$ cat src/rtl/prog_seq_pkg.sv
package prog_seq_pkg;

  typedef enum logic [2:0] {
    PS_IDLE    = 3'd0,
    PS_BUSREQ  = 3'd1,
    PS_CSSETUP = 3'd2,
    PS_RSTHOLD = 3'd3,
    PS_STARTUP = 3'd4
  } ps_state_t;

  typedef enum logic [1:0] {
    PK_ENTER = 2'd0,
    PK_EXIT  = 2'd1,
    PK_RESET = 2'd2
  } ps_kind_t;

endpackage

$ cat src/rtl/prog_seq_timer.sv
module prog_seq_timer #(
  parameter int CNT_W = 8
) (
  input  logic             clk,
  input  logic             rst,
  input  logic             clr,
  input  logic             run,
  input  logic             tick,
  input  logic [CNT_W-1:0] limit,
  output logic             expire
);

  logic [CNT_W-1:0] cnt_q;

  always_ff @(posedge clk) begin
    if (rst || clr) begin
      cnt_q <= '0;
    end else if (run && tick) begin
      cnt_q <= cnt_q + 1'b1;
    end
  end

  assign expire = run && tick && (cnt_q == limit - 1'b1);

  // while a timed phase runs, the count never passes its phase length
  a_r3_cnt_in_range: assert property (@(posedge clk) disable iff (rst)
    run |-> (cnt_q < limit));

endmodule

$ cat src/rtl/prog_seq_ctrl.sv
module prog_seq_ctrl
  import prog_seq_pkg::*;
#(
  parameter int CNT_W          = 8,
  parameter int CS_SETUP_TICKS = 200,
  parameter int RST_HOLD_TICKS = 100,
  parameter int STARTUP_TICKS  = 200
) (
  input  logic             clk,
  input  logic             rst,
  input  logic             enter_req,
  input  logic             exit_req,
  input  logic             reset_req,
  input  logic             bus_grant,
  input  logic             expire,
  output ps_state_t        state_d,
  output ps_kind_t         kind_d,
  output logic             finish,
  output logic             tmr_clr,
  output logic             tmr_run,
  output logic [CNT_W-1:0] tmr_limit
);

  ps_state_t state_q;
  ps_kind_t  kind_q;

  always_comb begin
    state_d = state_q;
    kind_d  = kind_q;
    finish  = 1'b0;
    unique case (state_q)
      PS_IDLE: begin
        if (enter_req) begin
          kind_d  = PK_ENTER;
          state_d = PS_BUSREQ;
        end else if (exit_req) begin
          kind_d  = PK_EXIT;
          state_d = PS_BUSREQ;
        end else if (reset_req) begin
          kind_d  = PK_RESET;
          state_d = PS_RSTHOLD;
        end
      end
      PS_BUSREQ: begin
        if (bus_grant) begin
          state_d = (kind_q == PK_ENTER) ? PS_CSSETUP : PS_RSTHOLD;
        end
      end
      PS_CSSETUP: if (expire) state_d = PS_RSTHOLD;
      PS_RSTHOLD: if (expire) state_d = PS_STARTUP;
      PS_STARTUP: begin
        if (expire) begin
          state_d = PS_IDLE;
          finish  = 1'b1;
        end
      end
      default: state_d = PS_IDLE;
    endcase
  end

  always_ff @(posedge clk) begin
    if (rst) begin
      state_q <= PS_IDLE;
      kind_q  <= PK_RESET;
    end else begin
      state_q <= state_d;
      kind_q  <= kind_d;
    end
  end

  always_comb begin
    tmr_run = 1'b1;
    unique case (state_q)
      PS_CSSETUP: tmr_limit = CNT_W'(CS_SETUP_TICKS);
      PS_RSTHOLD: tmr_limit = CNT_W'(RST_HOLD_TICKS);
      PS_STARTUP: tmr_limit = CNT_W'(STARTUP_TICKS);
      default: begin
        tmr_limit = CNT_W'(1);
        tmr_run   = 1'b0;
      end
    endcase
  end

  assign tmr_clr = (state_d != state_q);

  // the kind of a running sequence never changes
  a_r8_kind_held: assert property (@(posedge clk) disable iff (rst)
    (state_q != PS_IDLE && $past(state_q) != PS_IDLE) |-> $stable(kind_q));

  // a standalone reset never enters the bus or chip-select phases
  a_r6_no_bus_phase: assert property (@(posedge clk) disable iff (rst)
    (state_q != PS_IDLE && kind_q == PK_RESET) |->
      (state_q != PS_BUSREQ && state_q != PS_CSSETUP));

  // the chip-select setup phase belongs only to the entry sequence
  a_r3_setup_only_enter: assert property (@(posedge clk) disable iff (rst)
    (state_q == PS_CSSETUP) |-> (kind_q == PK_ENTER));

endmodule

$ cat src/rtl/prog_seq_pins.sv
module prog_seq_pins
  import prog_seq_pkg::*;
#(
  parameter bit RST_ACTIVE_HIGH = 1'b1
) (
  input  logic      clk,
  input  logic      rst,
  input  ps_state_t state_d,
  input  ps_kind_t  kind_d,
  input  logic      finish,
  output logic      bus_req,
  output logic      prog_cs_n,
  output logic      tgt_reset,
  output logic      busy,
  output logic      done
);

  logic rst_on;
  logic cs_on;

  assign rst_on = (state_d == PS_RSTHOLD);
  assign cs_on  = (kind_d == PK_ENTER) &&
                  (state_d == PS_CSSETUP || state_d == PS_RSTHOLD ||
                   state_d == PS_STARTUP);

  always_ff @(posedge clk) begin
    if (rst) begin
      bus_req   <= 1'b0;
      prog_cs_n <= 1'b1;
      busy      <= 1'b0;
      done      <= 1'b0;
    end else begin
      bus_req   <= (state_d != PS_IDLE) && (kind_d != PK_RESET);
      prog_cs_n <= !cs_on;
      busy      <= (state_d != PS_IDLE);
      done      <= finish;
    end
  end

  generate
    if (RST_ACTIVE_HIGH) begin : g_rst_hi
      always_ff @(posedge clk) begin
        if (rst) tgt_reset <= 1'b0;
        else     tgt_reset <= rst_on;
      end
    end else begin : g_rst_lo
      always_ff @(posedge clk) begin
        if (rst) tgt_reset <= 1'b1;
        else     tgt_reset <= !rst_on;
      end
    end
  endgenerate

endmodule

$ cat src/rtl/prog_mode_seq.sv
module prog_mode_seq
  import prog_seq_pkg::*;
#(
  parameter int CS_SETUP_TICKS  = 200,
  parameter int RST_HOLD_TICKS  = 100,
  parameter int STARTUP_TICKS   = 200,
  parameter bit RST_ACTIVE_HIGH = 1'b1
) (
  input  logic clk,
  input  logic rst,
  input  logic ms_tick,
  input  logic enter_req,
  input  logic exit_req,
  input  logic reset_req,
  input  logic bus_grant,
  output logic bus_req,
  output logic prog_cs_n,
  output logic tgt_reset,
  output logic busy,
  output logic done
);

  localparam int MAX_A    = (CS_SETUP_TICKS > RST_HOLD_TICKS) ? CS_SETUP_TICKS : RST_HOLD_TICKS;
  localparam int MAX_T    = (MAX_A > STARTUP_TICKS) ? MAX_A : STARTUP_TICKS;
  localparam int CNT_W    = $clog2(MAX_T + 1);

  ps_state_t        state_d;
  ps_kind_t         kind_d;
  logic             finish;
  logic             tmr_clr;
  logic             tmr_run;
  logic             expire;
  logic [CNT_W-1:0] tmr_limit;

  prog_seq_ctrl #(
    .CNT_W          (CNT_W),
    .CS_SETUP_TICKS (CS_SETUP_TICKS),
    .RST_HOLD_TICKS (RST_HOLD_TICKS),
    .STARTUP_TICKS  (STARTUP_TICKS)
  ) u_ctrl (
    .clk       (clk),
    .rst       (rst),
    .enter_req (enter_req),
    .exit_req  (exit_req),
    .reset_req (reset_req),
    .bus_grant (bus_grant),
    .expire    (expire),
    .state_d   (state_d),
    .kind_d    (kind_d),
    .finish    (finish),
    .tmr_clr   (tmr_clr),
    .tmr_run   (tmr_run),
    .tmr_limit (tmr_limit)
  );

  prog_seq_timer #(
    .CNT_W (CNT_W)
  ) u_timer (
    .clk    (clk),
    .rst    (rst),
    .clr    (tmr_clr),
    .run    (tmr_run),
    .tick   (ms_tick),
    .limit  (tmr_limit),
    .expire (expire)
  );

  prog_seq_pins #(
    .RST_ACTIVE_HIGH (RST_ACTIVE_HIGH)
  ) u_pins (
    .clk       (clk),
    .rst       (rst),
    .state_d   (state_d),
    .kind_d    (kind_d),
    .finish    (finish),
    .bus_req   (bus_req),
    .prog_cs_n (prog_cs_n),
    .tgt_reset (tgt_reset),
    .busy      (busy),
    .done      (done)
  );

  // chip select is only active while the bus is held
  a_r9_cs_under_bus: assert property (@(posedge clk) disable iff (rst)
    !prog_cs_n |-> bus_req);

  // chip select goes active only on the edge after a sampled grant
  a_r2_cs_after_grant: assert property (@(posedge clk) disable iff (rst)
    $fell(prog_cs_n) |-> $past(bus_grant));

  // done lasts one cycle and coincides with the end of busy
  a_r4_done_single: assert property (@(posedge clk) disable iff (rst)
    done |=> !done);
  a_r4_done_ends_busy: assert property (@(posedge clk) disable iff (rst)
    done |-> (!busy && $past(busy)));

  // reset pin is never asserted while idle
  a_r10_reset_idle: assert property (@(posedge clk) disable iff (rst)
    !busy |-> (tgt_reset == !RST_ACTIVE_HIGH));

endmodule

$ cat config.mk
export PLATFORM = sky130hd
export DESIGN_NAME = prog_mode_seq
export DESIGN_NICKNAME = d
export VERILOG_FILES = /design/src/rtl/prog_seq_pkg.sv /design/src/rtl/prog_seq_timer.sv /design/src/rtl/prog_seq_ctrl.sv /design/src/rtl/prog_seq_pins.sv /design/src/rtl/prog_mode_seq.sv
export SDC_FILE = /design/constraint.sdc
export NUM_CORES = 1
export LEC_CHECK = 0
export BUFFER_PORTS_ARGS = -buffer_cell sky130_fd_sc_hd__clkbuf_2
export CORE_ASPECT_RATIO = 0.8
export CORE_MARGIN = 2
export CORE_UTILIZATION = 55
export DETAILED_ROUTE_END_ITERATION = 8
export PLACE_DENSITY_LB_ADDON = 0.08
export REMOVE_ABC_BUFFERS = 1
export SLEW_MARGIN = 20
export SYNTH_ARGS = -nofsm -noshare
export SYNTH_HDL_FRONTEND = slang
export SYNTH_SLANG_ARGS = --single-unit
$ cat constraint.sdc
create_clock -name clk -period 2.5 [get_ports clk]
set_input_delay 0.5 -clock clk [delete_from_list [all_inputs] [get_ports clk]]
set_output_delay 0.5 -clock clk [all_outputs]
set_load 0.02 [all_outputs]
Word-level counts from Yosys, hierarchy flattened:

Cells that the tools add are included.
W data, S select, Z words.

* add/subtract/negate cells: 2
* equal/unequal tests: 10
* muxes and demuxes: 16
* bitwise operators: 1
* reductions and logical operators: 15

Operators with widths (number)
* $mux W3: 7
* $pmux W8 S2: 1
* $pmux W3 S5: 1
* $eq A3 B2 Y1 const B: 4
* $add A8 B1 Y8 const B: 1
* $eq A8 B8 Y1: 1
* $mux W2: 4
* $sub A8 B1 Y8 const B: 1
* $eq A3 B3 Y1 const B: 2
* $logic_and A1 B1 Y1: 4
* $logic_not A2 Y1: 2
* $reduce_or A2 Y1: 2
* $eq A3 B1 Y1 const B: 1
* $logic_not A3 Y1: 1
* $logic_or A1 B1 Y1: 3
* $mux W1: 3
* $ne A3 B3 Y1: 1
* $reduce_bool A3 Y1: 1
* $reduce_or A3 Y1: 1
* $ne A2 B2 Y1 const B: 1
* $logic_not A1 Y1: 1
* $not A1 Y1: 1

* register bits after elaboration: 18
* input port bits: 7
* output and inout port bits: 5
* logic and storage cells: 52

Depth between registers and ports, before layout:

Gate-level depths: netlist (run 1).

* depth after elaboration: 13
* mapped depth: 6
* mapped depth without buffers: 5

By module:

A second synthesis (run 1) with hierarchy kept.

* cell total of the unflattened synthesis: 145
* area total of the unflattened synthesis: 1194.9 um^2

By module, submodules not included
* prog_seq_timer: times used 1, cells an instance 77, area an instance 628.1 um^2, sequential area each 160.2 um^2
* prog_seq_ctrl: times used 1, cells an instance 53, area an instance 407.9 um^2, sequential area each 100.1 um^2
* prog_seq_pins: times used 1, cells an instance 15, area an instance 158.9 um^2, sequential area each 100.1 um^2

Least setup slack after synthesis (run 1):

Ideal clock, no wire load.

* kind: reg-to-reg
* from: reg u_timer.cnt_q[3]
* to: reg u_ctrl.state_q[2]
* setup time: 0.071 ns
* data arrival time: 1.672 ns
* data required time: 2.429 ns
* slack: 0.758 ns
* stages on the path, launching flop included: 6
* path buffers: 0
* clock period less this slack: 1.742 ns
* cell sequence: dfxtp_1 or3b_2 a211oi_4 nand2_2 or3_1 a21oi_1

* cells in the longest elaborated chain, start to end: 4
* elaborated cells between the ends (all ways): 6
* classes of those cells: eq/ne: 1; mux: 4; reduce/logical: 1

RTL lines
* start: declaration: RTL line prog_seq_timer.sv:13 `logic [CNT_W-1:0] cnt_q;`
* start signal: assignment: RTL line prog_seq_timer.sv:19 `cnt_q <= cnt_q + 1'b1;`
* $eq A8 B8 Y1 (*): RTL line prog_seq_timer.sv:23 `assign expire = run && tick && (cnt_q == limit - 1'b1);`
* $logic_and A1 B1 Y1 (*): RTL line prog_seq_timer.sv:23
* $mux W3 (on tied branches): RTL line prog_seq_ctrl.sv:52, prog_seq_ctrl.sv:49, prog_seq_ctrl.sv:50
* $pmux W3 S5 (*): RTL line prog_seq_ctrl.sv:31 `unique case (state_q)`
* end signal: assignment: RTL line prog_seq_ctrl.sv:66 `state_q <= state_d;`
* end: declaration: RTL line prog_seq_ctrl.sv:24 `ps_state_t state_q;`

Every way passes the cells marked *; elsewhere a longest branch is shown, timed or not.
A chain may end at the register's enable or synchronous reset.

Worst setup path in the final report (run 1):

* from: reg u_ctrl.state_q[1]
* to: reg u_timer.cnt_q[2]

* cells in the longest elaborated chain, start to end: 10
* elaborated cells between the ends (all ways): 23
* classes of those cells: add/sub: 1; eq/ne: 6; mux: 10; reduce/logical: 6

RTL lines
* $eq A3 B2 Y1 / $eq A3 B3 Y1 (equally long branches): RTL line prog_seq_ctrl.sv:31, prog_seq_ctrl.sv:73
* $reduce_or A2 Y1 (no line)
* $pmux W8 S2: RTL line prog_seq_ctrl.sv:73 `unique case (state_q)`
* $sub A8 B1 Y8: RTL line prog_seq_timer.sv:23
* $eq A8 B8 Y1: RTL line prog_seq_timer.sv:23
* $logic_and A1 B1 Y1: RTL line prog_seq_timer.sv:23
* $mux W3 (on tied branches): RTL line prog_seq_ctrl.sv:52, prog_seq_ctrl.sv:49, prog_seq_ctrl.sv:50
* $pmux W3 S5: RTL line prog_seq_ctrl.sv:31
* $ne A3 B3 Y1: RTL line prog_seq_ctrl.sv:84 `assign tmr_clr = (state_d != state_q);`
* $logic_or A1 B1 Y1: RTL line prog_seq_timer.sv:16 `if (rst || clr) begin`

Parallel ways exist; a longest one is shown, timed or not.

==> results of run 1 <==
==> registers in the layout, summed over array words and instances, names as in the netlist <==
signal,cells
u_timer.cnt_q,8
u_ctrl.state_q,3
u_ctrl.kind_q,2
u_pins.bus_req,1
u_pins.busy,1
u_pins.done,1
u_pins.prog_cs_n,1
u_pins.tgt_reset,1
==> through the flow <==
stage          cell area, um2  utilization, %  std cells  power, uW
6_report                 1120            66.8        158        614
5_1_grt                  1120            66.8        158        650
4_1_cts                  1120            66.8        158        619
3_5_place_dp             1080            64.7        154        438
3_3_place_gp             1080            64.7        154        437
2_1_floorplan             986               -        119        401
==> Yosys cell counts (2+ instances only) <==
cell type and n:
xor2_1 7, nand4_1 3, clkbuf_1 4, o21a_1 3, nand2_1 5, inv_1 3, nor3_1 2, dfxtp_1 18
a21o_1 2, nand3_1 5, and3_1 2, nor2b_1 6, o21ai_0 4, a21oi_1 8, or3_1 3, nor2_1 21
a31o_2 2, mux2i_1 2
==> how the worst max path moves through the flow <==
stage | start | end | slack [ns] | cells after the start
final | u_ctrl.state_q[1] | u_timer.cnt_q[2] | 0.50 | 5
after global routing | u_ctrl.state_q[1] | u_timer.cnt_q[2] | 0.37 | 5
after CTS | u_ctrl.state_q[1] | u_timer.cnt_q[2] | 0.50 | 5
after detailed placement | u_ctrl.state_q[1] | u_timer.cnt_q[2] | 0.52 | 5
after global placement | u_ctrl.state_q[1] | u_pins.bus_req | 0.60 | 5
after floorplan | u_ctrl.state_q[2] | u_ctrl.state_q[2] | 0.60 | 5
==> area by class of cell <==
class | instances | area, um2
Multi-Input combinational cell | 98 | 614
Inverter | 3 | 11.3
Tap cell | 22 | 27.5
Fill cell | 138 | 556
Sequential cell | 18 | 360
Clock buffer | 4 | 36.3
Timing Repair Buffer | 13 | 70.1
==> worst reg2reg max path: stages (launching register included) <==
cell,delay [ns]
dfxtp_1,0.45
or3b_4,0.47
a211oi_4,0.35
nand2_2,0.13
o2bb2ai_1,0.40
nor2_1,0.10
==> cell usage in the layout (no fill, tap or decap), drive strengths merged, types with 3 or more instances in the layout <==
master / Yosys / layout
a21oi: 8 / 8
o21ai: 4 / 4
o21a: 3 / 3
xor2: 7 / 7
nor2: 21 / 21
or3: 3 / 3
nand3: 5 / 5
nor2b: 6 / 6
dfxtp: 18 / 18
nand2: 6 / 6
clkbuf: 4 / 15
inv: 3 / 3
nand4: 3 / 3
==> logic make-up (layout without fill, tap and decap cells) <==
family,Yosys count,in the layout
simple gates,57,57
fa+ha+maj,2,2
xor+xnor,8,8
buf+inv,8,20
flops,18,18
compound gates,29,29
mux,2,2
==> power groups by stage <==
stage | Sequential (uW) | Clock (uW) | Combinational, uW
CTS | 312 | 186 | 120
floorplan | 329 | 0 | 72.2
finish | 312 | 179 | 122
detailed placement | 319 | 0 | 120
global placement | 318 | 0 | 119
global route | 314 | 197 | 138
==> per-layer routing <==
| layer | vias up | routed length (um) | part of all wire, % |
|---|---|---|---|
| met3 | 2 | 139 | 6.3 |
| met1 | 422 | 1140 | 52 |
| met2 | 37 | 907 | 41 |
| met5 | - | 0 | 0 |
| li1 | 468 | - | - |
| met4 | 0 | 10 | 0.45 |
==> impl_metrics.py, run 1 <==
metrics = {
    "power": {
        "seq_power_share_pct": 50.9,
        "p_int_uw": 438,
        "p_per_area_nw_per_um2": 548,
        "leakagePower_uw": 0.000451,
        "comb_power_share_pct": 19.9,
        "clkPwrFrac_pct": 29.2,
        "max-vdd-ir-drop_mv": 0.308,
        "power_switching_uw": 177,
        "swShare_pct": 28.8,
    },
    "logic_synthesis": {
        "synth-simple-area-share_pct": 29.6,
        "synth_compound_area_share_pct": 20.3,
        "syn_area_um2": 1010,
        "synth.area.top_cells": "dfxtp_1 36%, nor2_1 7.8%, xor2_1 6.1%",
        "ys_types": 42,
        "async_flop_share_pct": 0,
        "ys_warn_count": 0,
        "synth_fa_ha_area_share_pct": 2.24,
        "seq_area_frac_synth_pct": 35.8,
        "postSynthAreaPerCell_um2": 8.11,
        "ys_ff_latch": 18,
        "synth_top_area_cell": "dfxtp_1",
        "synth_flop_cell": "dfxtp_1",
        "synth_top_family_by_area": "simple AND/OR/NAND/NOR gates",
        "yosys.area.top_type_share_pct": 35.8,
        "synth-edff-count": 0,
        "synth_cells": 124,
        "synth-xor-area-share_pct": 6.97,
        "muxShareOfSynthArea_pct": 1.99,
    },
    "critical_path": {
        "crit_type": "register to register",
        "max_stage_delay_ns": 0.47,
        "timing.rr.start": "u_ctrl.state_q[1]",
        "cpMaxStageDelayCell": "or3b_4",
        "worstPathArrival_ns": 2.19,
        "cp-end-kind": "register",
        "cp_num_buf_inv": 0,
        "required_ns": 2.68,
        "reg2reg_depth": 5,
        "rr_endpoint": "u_timer.cnt_q[2]",
        "path_cells": "or3b_4 -> a211oi_4 -> nand2_2 -> o2bb2ai_1 -> nor2_1",
        "cp-start-kind": "register",
        "reg2reg_slack_ns": 0.50,
        "critPathTopFamily": "compound AO/OA/AOI/OAI gates",
        "crit_fanout": 12,
    },
    "global_route": {
        "met3_usage_pct": 5.36,
        "gr-total-overflow": 0,
        "grt_max_degree": 15,
        "antenna_found_initial": 0,
        "grt_pass1_wl_mm": 3.48,
        "top_usage_layer": "met1",
        "grt_pass1_vias": 782,
        "grt_use_met2_pct": 30.8,
        "met1_usage_pct": 32.0,
        "track_usage_pct": 21.4,
    },
    "timing": {
        "setup_slack_ns": 0.496,
        "worst-slew-pin-transition_ns": 0.476,
        "setup_tns_ns": 0,
        "rsz0062_at_grt": "false",
        "finalCriticalPeriod_ns": 2.00,
        "hold_ws_ns": 0.527,
        "finalSetupViolations": 0,
        "report.final.slew_viol_count": 0,
        "fin_crit_sh_pct": 80.2,
        "finClkSkew_ns": 0.0111,
        "hold_viol": 0,
        "relSlewSlack_pct": 68.2,
        "fmax_mhz": 499,
    },
    "detailed_routing": {
        "final_antenna_net_count": 0,
        "via_count": 929,
        "drtIter0Drc": 70,
        "firstDrtPassIters": 5,
        "drt-total-wl_mm": 2.20,
        "viasPerCell": 5.88,
        "drc": 0,
        "wire_per_inst_um": 13.9,
    },
    "die": {
        "die_area_um2": 2190,
        "start_util_pct": 60.0,
        "design.core.area_um2": 1680,
        "fp.dieW_um": 51.8,
        "die_h_um": 42.3,
        "rows": 13,
        "ios": 12,
    },
    "clocking": {
        "clockRootBuffer": "clkbuf_4",
        "clk_latency_ns": 0.30,
        "post_cts_buffers": 0,
        "cts_buffer_depth": 2,
        "cts_tree": "built",
        "clock_sinks": 18,
        "cts_buffers": 3,
        "path_clk_slew_ns": 0.11,
        "cts_max_level": 1,
        "hold_buffers": 0,
        "ctsResizeCount": 0,
    },
    "flow_run": {
        "maxCapViolCount": 0,
    },
    "placement": {
        "portBuffers": 11,
        "gp_congestion": 0.911,
        "pre_cts_ws_ns": 0.516,
        "dp_hpwl_mm": 1.59,
    },
    "min_path": {
        "whs_path_depth": 2,
        "hold_start": "rst",
        "hp-class": "input port to register",
        "holdPathEnd": "u_pins.busy",
    },
    "finish": {
        "antennaDiodeCount": 0,
        "layout-drive-gt1-share_pct": 17.6,
        "syn2layout_area_growth_pct": 11.3,
        "fin_nets": 145,
    },
    "status": {
        "status": "finished, final reports clean",
    },
}
(Power assumes the default switching activity.)
==> run 2: changes to the inputs <==
==> constraint.sdc (replaced) <==
create_clock -name clk -period 1.95 [get_ports clk]
set_input_delay 0.39 -clock clk [delete_from_list [all_inputs] [get_ports clk]]
set_output_delay 0.39 -clock clk [all_outputs]
set_load 0.02 [all_outputs]
==> run 2 against run 1 <==
Sequential power increased by 27%. Wire length increased by 5.1%. Utilization grew 1.7 points. Maximum frequency up 8.6%. Largest cell class unchanged. Flip-flop and latch count did not move. Non-clock buffer count is 3 higher. Clock skew decreased by 0.0058 ns. Critical path depth unchanged. First-iteration DRC count decreased by 20%. Sequential share of layout area decreased by 0.81 points.
==> impl_metrics.py, run 2 (synthesis gave the netlist of run 1 again) <==
metrics = {
    "detailed_routing": {
        "wire_per_inst_um": 14.3,
        "drc": 0,
        "drtIter0Drc": 56,
        "drt-total-wl_mm": 2.31,
        "final_antenna_net_count": 0,
        "via_count": 961,
        "viasPerCell": 5.97,
        "firstDrtPassIters": 4,
    },
    "global_route": {
        "gr-total-overflow": 0,
        "grt_max_degree": 15,
        "antenna_found_initial": 0,
        "grt_pass1_wl_mm": 3.87,
        "grt_pass1_vias": 854,
        "track_usage_pct": 24.4,
    },
    "critical_path": {
        "cp-end-kind": "register",
        "reg2reg_depth": 5,
        "required_ns": 2.18,
        "worstPathArrival_ns": 2.08,
        "crit_type": "register to register",
        "crit_fanout": 5,
        "cp-start-kind": "register",
    },
    "finish": {
        "layout-drive-gt1-share_pct": 20.1,
        "top_register": "u_timer.cnt_q",
        "fin_nets": 148,
        "final_common_cell": "nor2_1",
        "final_util_pct": 68.6,
        "stdcell_count": 161,
        "layout_common_cells": "21 x nor2_1, 18 x dfxtp_1, 11 x clkbuf_2",
        "reg.largest.list": "u_timer.cnt_q x8, u_ctrl.state_q x3, u_ctrl.kind_q x2",
        "syn2layout_area_growth_pct": 14.2,
        "largest_reg_flops": 8,
        "fin_area_um2": 1150,
        "antennaDiodeCount": 0,
    },
    "clocking": {
        "cts_max_level": 1,
        "clockRootBuffer": "clkbuf_4",
        "cts_tree": "built",
        "cts_buffer_depth": 2,
        "cts_buffers": 3,
        "path_clk_slew_ns": 0.10,
        "hold_buffers": 0,
        "clk_latency_ns": 0.30,
        "clock_sinks": 18,
    },
    "die": {
        "ios": 12,
        "design.core.area_um2": 1680,
        "start_util_pct": 60.0,
        "rows": 13,
        "die_area_um2": 2190,
        "fp.dieW_um": 51.8,
        "die_h_um": 42.3,
    },
    "power": {
        "leakagePower_uw": 0.000468,
        "max-vdd-ir-drop_mv": 0.403,
        "total_power_uw": 794,
        "p_per_area_nw_per_um2": 692,
    },
    "placement": {
        "placed_area_um2": 1100,
        "gp_congestion": 0.900,
        "place_inst": 156,
        "portBuffers": 11,
        "dp_hpwl_mm": 1.79,
    },
    "min_path": {
        "hp-class": "input port to register",
        "whs_path_depth": 2,
    },
    "timing": {
        "relSlewSlack_pct": 72.6,
        "report.final.slew_viol_count": 0,
        "finClkSkew_ns": 0.00533,
        "hold_viol": 0,
        "rsz0062_at_grt": "false",
        "finalCriticalPeriod_ns": 1.85,
        "worst-slew-pin-transition_ns": 0.399,
        "setup_tns_ns": 0,
        "fin_crit_sh_pct": 94.6,
        "finalSetupViolations": 0,
        "fmax_mhz": 542,
    },
    "flow_run": {
        "maxCapViolCount": 0,
    },
    "status": {
        "status": "finished, final reports clean",
    },
}
run 2: final cells by class:
class / count / area [um2]
inverter: 3 / 11.3
timing repair buffer: 16 / 92.6
fill: 148 / 527
multi-input combinational: 98 / 621
tap: 22 / 27.5
sequential: 18 / 360
clock buffer: 4 / 36.3
run 2: timing repair:
action,in CTS,in global routing
setup buffers,0,1
setup endpoints to repair,0,9
gates resized for setup,0,2
run 2: path summary, 6_finish.rpt:
path	endpoint	start	slack [ns]
worst max-delay path	u_ctrl.state_q[2]	u_timer.cnt_q[3]	0.10
worst min-delay path	u_pins.busy	rst	0.39
worst max register to register	u_ctrl.state_q[2]	u_timer.cnt_q[3]	0.10
worst min register to register	u_timer.cnt_q[1]	u_timer.cnt_q[1]	0.56
run 2: power breakdown:
group          switching [uW]  internal (uW)
Combinational             101           67.0
Clock                     116            114
Sequential               10.5            386
run 2: per-layer routing:
layer / wire [um] / vias to the layer above / GRT usage (%)
met5: 0 / - / 0
met4: 46 / 0 / 11.6
met3: 186 / 5 / 5.36
met2: 981 / 45 / 34.1
met1: 1100 / 436 / 35.1
li1: - / 475 / -
run 2: critical path: stages, from the launching register on:
cell	delay [ns]
dfxtp_1	0.36
or3b_2	0.51
a211oi_4	0.24
nand2_2	0.14
or3_1	0.37
a21oi_1	0.15
run 2: stage by stage:
step	worst slack [ns]	hold slack, ns
2_1_floorplan	0.0484	0.459
3_3_place_gp	0.109	0.517
3_5_place_dp	0.0281	0.542
4_1_cts	0.00710	0.376
5_1_grt	0.0288	0.403
6_report	0.105	0.388
